`config.mk`:
```
export PLATFORM = sky130hd
export DESIGN_NAME = quad_ontime_ramp
export DESIGN_NICKNAME = d
export VERILOG_FILES = /design/src/rtl/onramp_pkg.sv /design/src/rtl/onramp_slope.sv /design/src/rtl/onramp_accum.sv /design/src/rtl/onramp_seq.sv /design/src/rtl/quad_ontime_ramp.sv
export SDC_FILE = /design/constraint.sdc
export NUM_CORES = 1
export LEC_CHECK = 0
export BUFFER_PORTS_ARGS = -buffer_cell sky130_fd_sc_hd__buf_2
export CAP_MARGIN = 20
export CORE_ASPECT_RATIO = 1.2
export CORE_MARGIN = 2
export CORE_UTILIZATION = 49
export CTS_CLUSTER_SIZE = 30
export DETAILED_ROUTE_END_ITERATION = 7
export PLACE_DENSITY = 0.66
export SKIP_LAST_GASP = 1
export SYNTH_ARGS = -nofsm -noshare
export SYNTH_HDL_FRONTEND = slang
export SYNTH_SLANG_ARGS = --single-unit
```
`constraint.sdc`:
```
create_clock -name clk -period 110.9 [get_ports clk]
set_clock_uncertainty 0.15 [all_clocks]
set_input_delay 11.09 -clock clk [delete_from_list [all_inputs] [get_ports clk]]
set_output_delay 11.09 -clock clk [all_outputs]
set_load 0.01 [all_outputs]
```
`src/rtl/onramp_pkg.sv`:
```
package onramp_pkg;

    typedef enum logic [1:0] {
        PH_IDLE   = 2'd0,
        PH_CHARGE = 2'd1,
        PH_DISCH  = 2'd2
    } ramp_phase_e;

    typedef enum logic [1:0] {
        ACC_HOLD    = 2'd0,
        ACC_CLEAR   = 2'd1,
        ACC_ADVANCE = 2'd2
    } acc_cmd_e;

    typedef struct packed {
        ramp_phase_e phase;
        logic        pulse;
    } seq_state_t;

endpackage

```
`src/rtl/onramp_slope.sv`:
```
module onramp_slope #(
    parameter int FB_W   = 10,
    parameter int REF_W  = 10,
    parameter int RAMP_W = 16
) (
    input  logic [FB_W-1:0]   fb_code,
    input  logic [REF_W-1:0]  ref_code,
    output logic [RAMP_W-1:0] step
);
    localparam int PROD_W = 2 * FB_W + 1;
    localparam int DIV_W  = (PROD_W > REF_W) ? PROD_W : REF_W;
    localparam logic [RAMP_W-1:0] FULL = {RAMP_W{1'b1}};

    logic [DIV_W-1:0] fb_ext;
    logic [DIV_W-1:0] twice_sq;
    logic [DIV_W-1:0] divisor;
    logic [DIV_W-1:0] quotient;
    logic             ref_zero;
    logic             too_big;

    assign fb_ext   = DIV_W'(fb_code);
    assign twice_sq = (fb_ext * fb_ext) << 1;
    assign ref_zero = (ref_code == '0);
    assign divisor  = ref_zero ? DIV_W'(1) : DIV_W'(ref_code);
    assign quotient = twice_sq / divisor;

    generate
        if (DIV_W > RAMP_W) begin : g_range_check
            assign too_big = (quotient[DIV_W-1:RAMP_W] != '0);
        end else begin : g_no_range_check
            assign too_big = 1'b0;
        end
    endgenerate

    assign step = (ref_zero || too_big) ? FULL : quotient[RAMP_W-1:0];

endmodule

```
`src/rtl/onramp_accum.sv`:
```
module onramp_accum
    import onramp_pkg::*;
#(
    parameter int RAMP_W = 16
) (
    input  logic              clk,
    input  logic              rst,
    input  acc_cmd_e          cmd,
    input  logic [RAMP_W-1:0] step,
    output logic [RAMP_W-1:0] ramp_q,
    output logic [RAMP_W-1:0] sum_next
);
    localparam logic [RAMP_W-1:0] FULL = {RAMP_W{1'b1}};

    logic [RAMP_W:0] raw_sum;

    assign raw_sum  = {1'b0, ramp_q} + {1'b0, step};
    assign sum_next = raw_sum[RAMP_W] ? FULL : raw_sum[RAMP_W-1:0];

    always_ff @(posedge clk) begin
        if (rst) begin
            ramp_q <= '0;
        end else begin
            case (cmd)
                ACC_CLEAR:   ramp_q <= '0;
                ACC_ADVANCE: ramp_q <= sum_next;
                default:     ramp_q <= ramp_q;
            endcase
        end
    end

    a_r4_no_wrap: assert property (@(posedge clk) disable iff (rst)
        (cmd == ACC_ADVANCE) |=> (ramp_q >= $past(ramp_q)));

endmodule

```
`src/rtl/onramp_seq.sv`:
```
module onramp_seq
    import onramp_pkg::*;
(
    input  logic        clk,
    input  logic        rst,
    input  logic        start_i,
    input  logic        stop_i,
    input  logic        exceed_i,
    output ramp_phase_e phase_o,
    output logic        pulse_o,
    output acc_cmd_e    cmd_o
);
    seq_state_t cur_s, nxt_s;

    always_comb begin
        nxt_s       = cur_s;
        nxt_s.pulse = 1'b0;
        cmd_o       = ACC_HOLD;
        case (cur_s.phase)
            PH_IDLE: begin
                cmd_o = ACC_CLEAR;
                if (start_i) nxt_s.phase = PH_CHARGE;
            end
            PH_CHARGE: begin
                if (stop_i) begin
                    nxt_s.phase = PH_DISCH;
                end else begin
                    cmd_o = ACC_ADVANCE;
                    if (exceed_i) begin
                        nxt_s.phase = PH_DISCH;
                        nxt_s.pulse = 1'b1;
                    end
                end
            end
            PH_DISCH: begin
                cmd_o       = ACC_CLEAR;
                nxt_s.phase = PH_IDLE;
            end
            default: begin
                cmd_o       = ACC_CLEAR;
                nxt_s.phase = PH_IDLE;
            end
        endcase
    end

    always_ff @(posedge clk) begin
        if (rst) begin
            cur_s.phase <= PH_IDLE;
            cur_s.pulse <= 1'b0;
        end else begin
            cur_s <= nxt_s;
        end
    end

    assign phase_o = cur_s.phase;
    assign pulse_o = cur_s.pulse;

    a_r7_disch_single: assert property (@(posedge clk) disable iff (rst)
        (cur_s.phase == PH_DISCH) |=> (cur_s.phase == PH_IDLE));

    a_r5_pulse_single: assert property (@(posedge clk) disable iff (rst)
        cur_s.pulse |=> !cur_s.pulse);

endmodule

```
`src/rtl/quad_ontime_ramp.sv`:
```
module quad_ontime_ramp
    import onramp_pkg::*;
#(
    parameter int FB_W   = 10,
    parameter int REF_W  = 10,
    parameter int RAMP_W = 16
) (
    input  logic              clk,
    input  logic              rst,
    input  logic              gate_start,
    input  logic              gate_end,
    input  logic [FB_W-1:0]   fb_code,
    input  logic [REF_W-1:0]  ref_code,
    input  logic [RAMP_W-1:0] ctrl_level,
    output logic [RAMP_W-1:0] ramp_value,
    output logic              ontime_end,
    output logic [1:0]        ramp_phase
);
    logic [RAMP_W-1:0] step;
    logic [RAMP_W-1:0] sum_next;
    logic              exceed;
    acc_cmd_e          cmd;
    ramp_phase_e       phase;

    onramp_slope #(.FB_W(FB_W), .REF_W(REF_W), .RAMP_W(RAMP_W)) u_slope (
        .fb_code  (fb_code),
        .ref_code (ref_code),
        .step     (step)
    );

    onramp_accum #(.RAMP_W(RAMP_W)) u_accum (
        .clk      (clk),
        .rst      (rst),
        .cmd      (cmd),
        .step     (step),
        .ramp_q   (ramp_value),
        .sum_next (sum_next)
    );

    assign exceed = (sum_next > ctrl_level);

    onramp_seq u_seq (
        .clk      (clk),
        .rst      (rst),
        .start_i  (gate_start),
        .stop_i   (gate_end),
        .exceed_i (exceed),
        .phase_o  (phase),
        .pulse_o  (ontime_end),
        .cmd_o    (cmd)
    );

    assign ramp_phase = phase;

    a_r10_idle_zero: assert property (@(posedge clk) disable iff (rst)
        (ramp_phase == 2'd0) |-> (ramp_value == '0));

    a_r2_start_charge: assert property (@(posedge clk) disable iff (rst)
        (ramp_phase == 2'd0 && gate_start) |=> (ramp_phase == 2'd1 && ramp_value == '0));

    a_r5_pulse_above: assert property (@(posedge clk) disable iff (rst)
        ontime_end |-> (ramp_phase == 2'd2 && ramp_value > $past(ctrl_level)));

    a_r6_forced_end: assert property (@(posedge clk) disable iff (rst)
        (ramp_phase == 2'd1 && gate_end) |=>
            (ramp_phase == 2'd2 && !ontime_end && $stable(ramp_value)));

    a_r8_start_ignored: assert property (@(posedge clk) disable iff (rst)
        (ramp_phase == 2'd2 && gate_start) |=> (ramp_phase == 2'd0));

endmodule

```
# Word-level counts from Yosys, hierarchy flattened
# Index checks and enable logic that the tools add are counted.
dict set report totals {
  ff_bits 19
  inputBits 40
  output_inout_bits 19
  elab_cells 30
}
dict set report op_classes {
  addsub 1
  n_mul 1
  div_mod_pow 1
  n_lt_le_gt_ge 1
  eq_ne 5
  n_mux 10
  bitwise_logic 1
  reduce_logical 7
}
# op count
set ops {}
lappend ops {{16-bit two-way mux} 2}
lappend ops {{16-bit case mux with 2 select lines} 1}
lappend ops {{21-bit by 21-bit divider with 21-bit output} 1}
lappend ops {{10-bit by 10-bit multiplier with 20-bit output} 1}
lappend ops {{16-bit by 16-bit adder with 17-bit output} 1}
lappend ops {{16-bit greater-than comparator} 1}
lappend ops {{10-bit logical NOT} 1}
lappend ops {{10-bit two-way mux} 1}
lappend ops {{2-bit two-way mux} 4}
lappend ops {{5-bit nonzero test} 1}
lappend ops {{2-bit by 1-bit == test with 1-bit output (second input constant)} 2}
lappend ops {{2-bit case mux with 2 select lines} 1}
lappend ops {{3-bit two-way mux} 1}
lappend ops {{3-bit != test (second input constant)} 1}
lappend ops {{3-bit OR reduction} 1}
lappend ops {{2-bit == test (second input constant)} 1}
lappend ops {{2-bit logical NOT} 1}
lappend ops {{2-bit != test (second input constant)} 1}
lappend ops {{2-bit AND reduction} 1}
lappend ops {{2-bit nonzero test} 1}
lappend ops {{1-bit logical OR} 1}
lappend ops {{1-bit NOT} 1}

# Longest topological paths before layout
dict set report logic_depth {
  depth_word 12
  depth_mapped 284
  mapped_depth_nobuf 265
}

# Cells and area by module
# A second synthesis with hierarchy kept.
dict set report unflattened {
  cells_unflattened 1979
  area_unflattened_um2 14730.4
}
# module instances cells_each area_per_inst_um2 seq_area_each_um2
set by_module_without_submodules {}
lappend by_module_without_submodules {onramp_slope 1 1759 12871.1 0.0}
lappend by_module_without_submodules {onramp_accum 1 153 1342.5 320.3}
lappend by_module_without_submodules {quad_ontime_ramp 1 56 406.6 0.0}
lappend by_module_without_submodules {onramp_seq 1 11 110.1 60.1}

# Worst setup path before layout
# No wires, ideal clock.
dict set report synth_timing {
  kind {input to register}
  from {input fb_code[9]}
  to {register u_seq.phase_o[0] (netlist name)}
  setup_time_ns 0.078
  arrival_time_ns 64.256
  required_ns 110.672
  slack_ns 46.417
  path_stages 266
  path_buffers 20
  cell_sequence {clkbuf_1 -> nand2_1 -> fa_1 -> fa_1 -> inv_1 -> fa_1 -> fa_1 -> inv_1 -> fa_1 -> inv_1 -> ha_1 -> nand4_1 -> nor2_1 -> a21oi_2 -> o21ai_2 -> nor2b_1 -> a211o_1 -> inv_1 -> [230 not listed] -> a21oi_1 -> o21bai_1 -> a21oi_1 -> clkbuf_1 -> nand2_1 -> ha_1 -> a21oi_1 -> o22ai_1 -> o21a_1 -> o21a_1 -> o21ai_0 -> nand2b_1 -> a21oi_1 -> o221a_2 -> nor2_1 -> nor2_1 -> mux2i_1 -> nor3_1}
}
dict set report synth_via {
  elab_chain_cells 10
}
# item line
set synth_lines {}
lappend synth_lines {{from (decl)} quad_ontime_ramp.sv:12} ;# input logic [FB_W-1:0] fb_code,
lappend synth_lines {{10-bit by 10-bit multiplier with 20-bit output (*)} onramp_slope.sv:22} ;# assign twice_sq = (fb_ext * fb_ext) << 1;
lappend synth_lines {{21-bit by 21-bit divider with 21-bit output (*)} onramp_slope.sv:25} ;# assign quotient = twice_sq / divisor;
lappend synth_lines {{5-bit nonzero test} onramp_slope.sv:29} ;# assign too_big = (quotient[DIV_W-1:RAMP_W] != '0);
lappend synth_lines {{1-bit logical OR} onramp_slope.sv:35} ;# assign step = (ref_zero || too_big) ? FULL : quotient[RAMP_W-1:0];
lappend synth_lines {{16-bit two-way mux (*)} onramp_slope.sv:35}
lappend synth_lines {{16-bit by 16-bit adder with 17-bit output (*)} onramp_accum.sv:17} ;# assign raw_sum = {1'b0, ramp_q} + {1'b0, step};
lappend synth_lines {{16-bit two-way mux (*)} onramp_accum.sv:18} ;# assign sum_next = raw_sum[RAMP_W] ? FULL : raw_sum[RAMP_W-1:0];
lappend synth_lines {{16-bit greater-than comparator (*)} quad_ontime_ramp.sv:40} ;# assign exceed = (sum_next > ctrl_level);
lappend synth_lines {{3-bit != test (no line) (*)} -}
lappend synth_lines {{2-bit AND reduction (no line) (*)} -}
# Every way passes the cells marked *; elsewhere a longest branch is shown, timed or not.
# A chain may end at the register's enable or synchronous reset.

# Worst setup path after layout
dict set report layout_timing {
  from {input fb_code[0]}
  to {register u_seq.phase_o[0] (netlist name)}
}
dict set report layout_via {
  elab_chain_cells 10
}
# item line
set layout_lines {}
lappend layout_lines {{10-bit by 10-bit multiplier with 20-bit output (*)} onramp_slope.sv:22}
lappend layout_lines {{21-bit by 21-bit divider with 21-bit output (*)} onramp_slope.sv:25}
lappend layout_lines {{5-bit nonzero test} onramp_slope.sv:29}
lappend layout_lines {{1-bit logical OR} onramp_slope.sv:35}
lappend layout_lines {{16-bit two-way mux (*)} onramp_slope.sv:35}
lappend layout_lines {{16-bit by 16-bit adder with 17-bit output (*)} onramp_accum.sv:17}
lappend layout_lines {{16-bit two-way mux (*)} onramp_accum.sv:18}
lappend layout_lines {{16-bit greater-than comparator (*)} quad_ontime_ramp.sv:40}
lappend layout_lines {{3-bit != test (no line) (*)} -}
lappend layout_lines {{2-bit AND reduction (no line) (*)} -}
# Marked as above.

==> metrics.md <==
| Metric | Value |
|---|---|
| Initial Util | 49.56% |
| Multiplexer share of the synthesized area | 5.531% |
| Crit start category | input pin |
| CP max stage delay | 0.83 ns |
| Sink Count | 19 |
| Fin area | 15340 µm² |
| H-tree depth | 1 |
| Critical path launch point | fb_code[0] |
| CTS Hold Bufs | 0 |
| Largest cells by area after synthesis | ha_1 21%, fa_1 6.4%, nand2_1 5.1% |
| CP Max Fanout | 23 |
| Count leader, synth | ha_1 |
| DR pass1 iterations | 5 |
| Worst slew pin tran | 1.055 ns |
| Nets | 2342 |
| DR vias/cell | 6.094 |
| Die area | 31180 µm² |
| Area share of fa/ha/maj cells after synthesis | 27.46% |
| Flops & latches, synth | 19 |
| Worst-Skew Late Latency | 0.26 ns |
| Total clock buffers created by CTS | 3 |
| Synth unique cells | 111 |
| Worst EP arrival | 70.63 ns |
| # rows | 69 |
| Grt ovf | 0 |
| Final Routed Wirelength | 38590 µm |
| Hold depth | 1 |
| Kind of critical path | input pin to flip-flop |
| Dominant combinational cell family by area after synthesis | compound AO/OA/AOI/OAI gates |
| Fin crit share | 63.66% |
| Status | finished, final reports clean |
| Syn avg cell area | 7.351 µm² |
| Area share of the largest cell type after synthesis | 21.01% |
| Port Buf Inserts | 58 |
| Worst Slack Setup Final | 40.30 ns |
| Die height | 193.0 µm |
| First-pass GRT wire length | 65120 µm |
| FMAX | 14.16 MHz |
| Number of global-route vias before repair | 14040 |
| Antenna diodes | 0 |
| DP Worst Slack | 40.72 ns |
| Area grow syn2layout | 5.162% |
| Critical Path RT | 110.93 ns |
| Initial antenna violation count | 0 |
| Most used cell, CP | o21a_1 |
| Clock root buffer | clkbuf_16 |
| WL/cell | 16.09 µm |
| GPL Wtd Cong | 0.9043 |
| Crit-path slowest cell | nor2_1 |
| DR iter-0 viols | 716 |
| R2R Path Start | u_accum.ramp_q[0] |
| Post-DP Area | 15260 µm² |
| Worst hold path class | flip-flop to flip-flop |
| Pin count of the biggest net entering global routing | 28 |
| Post_cts resized | 0 |
| Number of remaining DRC errors | 0 |
| Synthesized net count | 2317 |
| Filler instances | 2830 |
| Critical path endpoint category | flip-flop |
| Sequential fraction of the synthesis area | 2.607% |
| Synth Area in Compound Gates | 29.09% |
| CTS tree | built |
| Maximum root-to-sink buffer count | 2 |
| Hold Vio Cnt, Final | 0 |
| Routed vias | 14620 |
| Hold_sp | u_seq.phase_o[1] |
| Crit path time final | 70.60 ns |
| Max Cap Viol | 0 |
| Slew Viols, Final | 0 |
| Final HPWL DP | 32180 µm |
| Ys Warns | 0 |
| Final ANT Viol Nets | 0 |
| XOR/XNOR Fraction of Synth Area | 6.303% |
| Cell area after synthesis | 14590 µm² |
| Yosys top cell by area | ha_1 |
| Worst-case reg-to-reg path depth | 32 |
| Io pins | 59 |
| Clock Pin Slew Worst Setup and Hold Paths | 0.06 ns |
| Setup TNS | 0 ns |
| Post-CTS Setup Inserts | 0 |
| DIE WIDTH | 161.5 µm |
| Max-slew headroom | 29.43% |
| Most common library cells after synthesis | 245 x ha_1, 200 x nand2_1, 157 x nor2_1 |
| RSZ-0062 raised after global routing | false |
| Setup violators final | 0 |
| Post-Synth Simple-Gate Area | 23.99% |
| Area of the core | 29440 µm² |
| Main synth FF type | dfxtp_1 |
| Ys async rst share | 0% |
| Synth Instances | 1985 |
| Tot GR Track Use | 24.47% |
| EDFF count, synth | 0 |
| Layout cell share with drive strength beyond 1 | 8.113% |
==> cells by family after synthesis <==
kind of cell,after synthesis
xor+xnor,105
mux,73
fa+ha+maj,292
buf+inv,191
compound gates,603
simple gates,702
flops,19
==> area by class of cell <==
class                   count  area, µm²  share of cell area, %
inverters                 142      533.0                  3.474
well taps                 390      488.0                  3.180
flip-flops and latches     19      380.4                  2.479
clock inverters             1      7.507                0.04892
repair buffers             69      372.9                  2.430
clock buffers               3      75.07                 0.4892
multi-input cells        1775      13490                  87.90
==> metal layers <==
metal | routed length, µm | GRT usage [%]
met5 | 0 | 0
met4 | 1073 | 7.486
met1 | 16710 | 29.39
met2 | 19660 | 46.96
met3 | 1152 | 1.048
==> worst paths after layout <==
kind              slack (ns)                to
setup / recovery       40.30  u_seq.phase_o[0]
hold / removal          0.31  u_seq.phase_o[0]
hold reg to reg         0.31  u_seq.phase_o[0]
setup reg to reg      105.34  u_seq.phase_o[0]
==> registers in the layout, summed over array words and instances, names as in the netlist <==
| register | count |
|---|---|
| u_seq.phase_o | 2 |
| u_accum.ramp_q | 16 |
| u_seq.pulse_o | 1 |
==> critical path, delay by kind of cell <==
kind            cells  cell delay, ns
mux                 8            2.82
buf+inv            14            2.36
simple gates       62           12.77
fa+ha+maj          30           10.69
compound gates    141           30.82
==> cell usage in the layout, fill, tap and decap left out, types with 16 or more instances in the layout <==
cell type  netlist  layout
and2_1          41      41
inv_1          141     141
nor2_1         157     156
nand4_1         16      16
dfxtp_1         19      19
a211oi_1        16      16
mux2_2          31      31
nand3_1         34      34
a21oi_1        144     144
nor4_1          16      16
nor2b_1         28      28
fa_1            47      47
o31ai_1         47      47
o211ai_1        22      22
xor2_1          32      32
mux2i_1         36      36
xnor2_1         73      73
ha_1           245     245
buf_2            6      58
o21a_1          82      82
nand2_1        200     200
o21ai_0         72      72
nand2b_1        33      33
nor3_1          88      88
a21o_1          48      48
o21bai_1        19      19
==> per-stage QoR <==
stage               util, %  hold slack, ns  std cells
floorplan                 -          0.3367       1985
finish                52.12          0.3050       2399
global placement      51.84          0.2766       2395
global route          52.12          0.3273       2399
CTS                   52.12          0.3021       2399
detailed placement    51.84          0.2922       2395
Power is left out: the tool's default activity adds up to more than one toggle a clock period on the data nets, which glitch-free logic cannot reach.
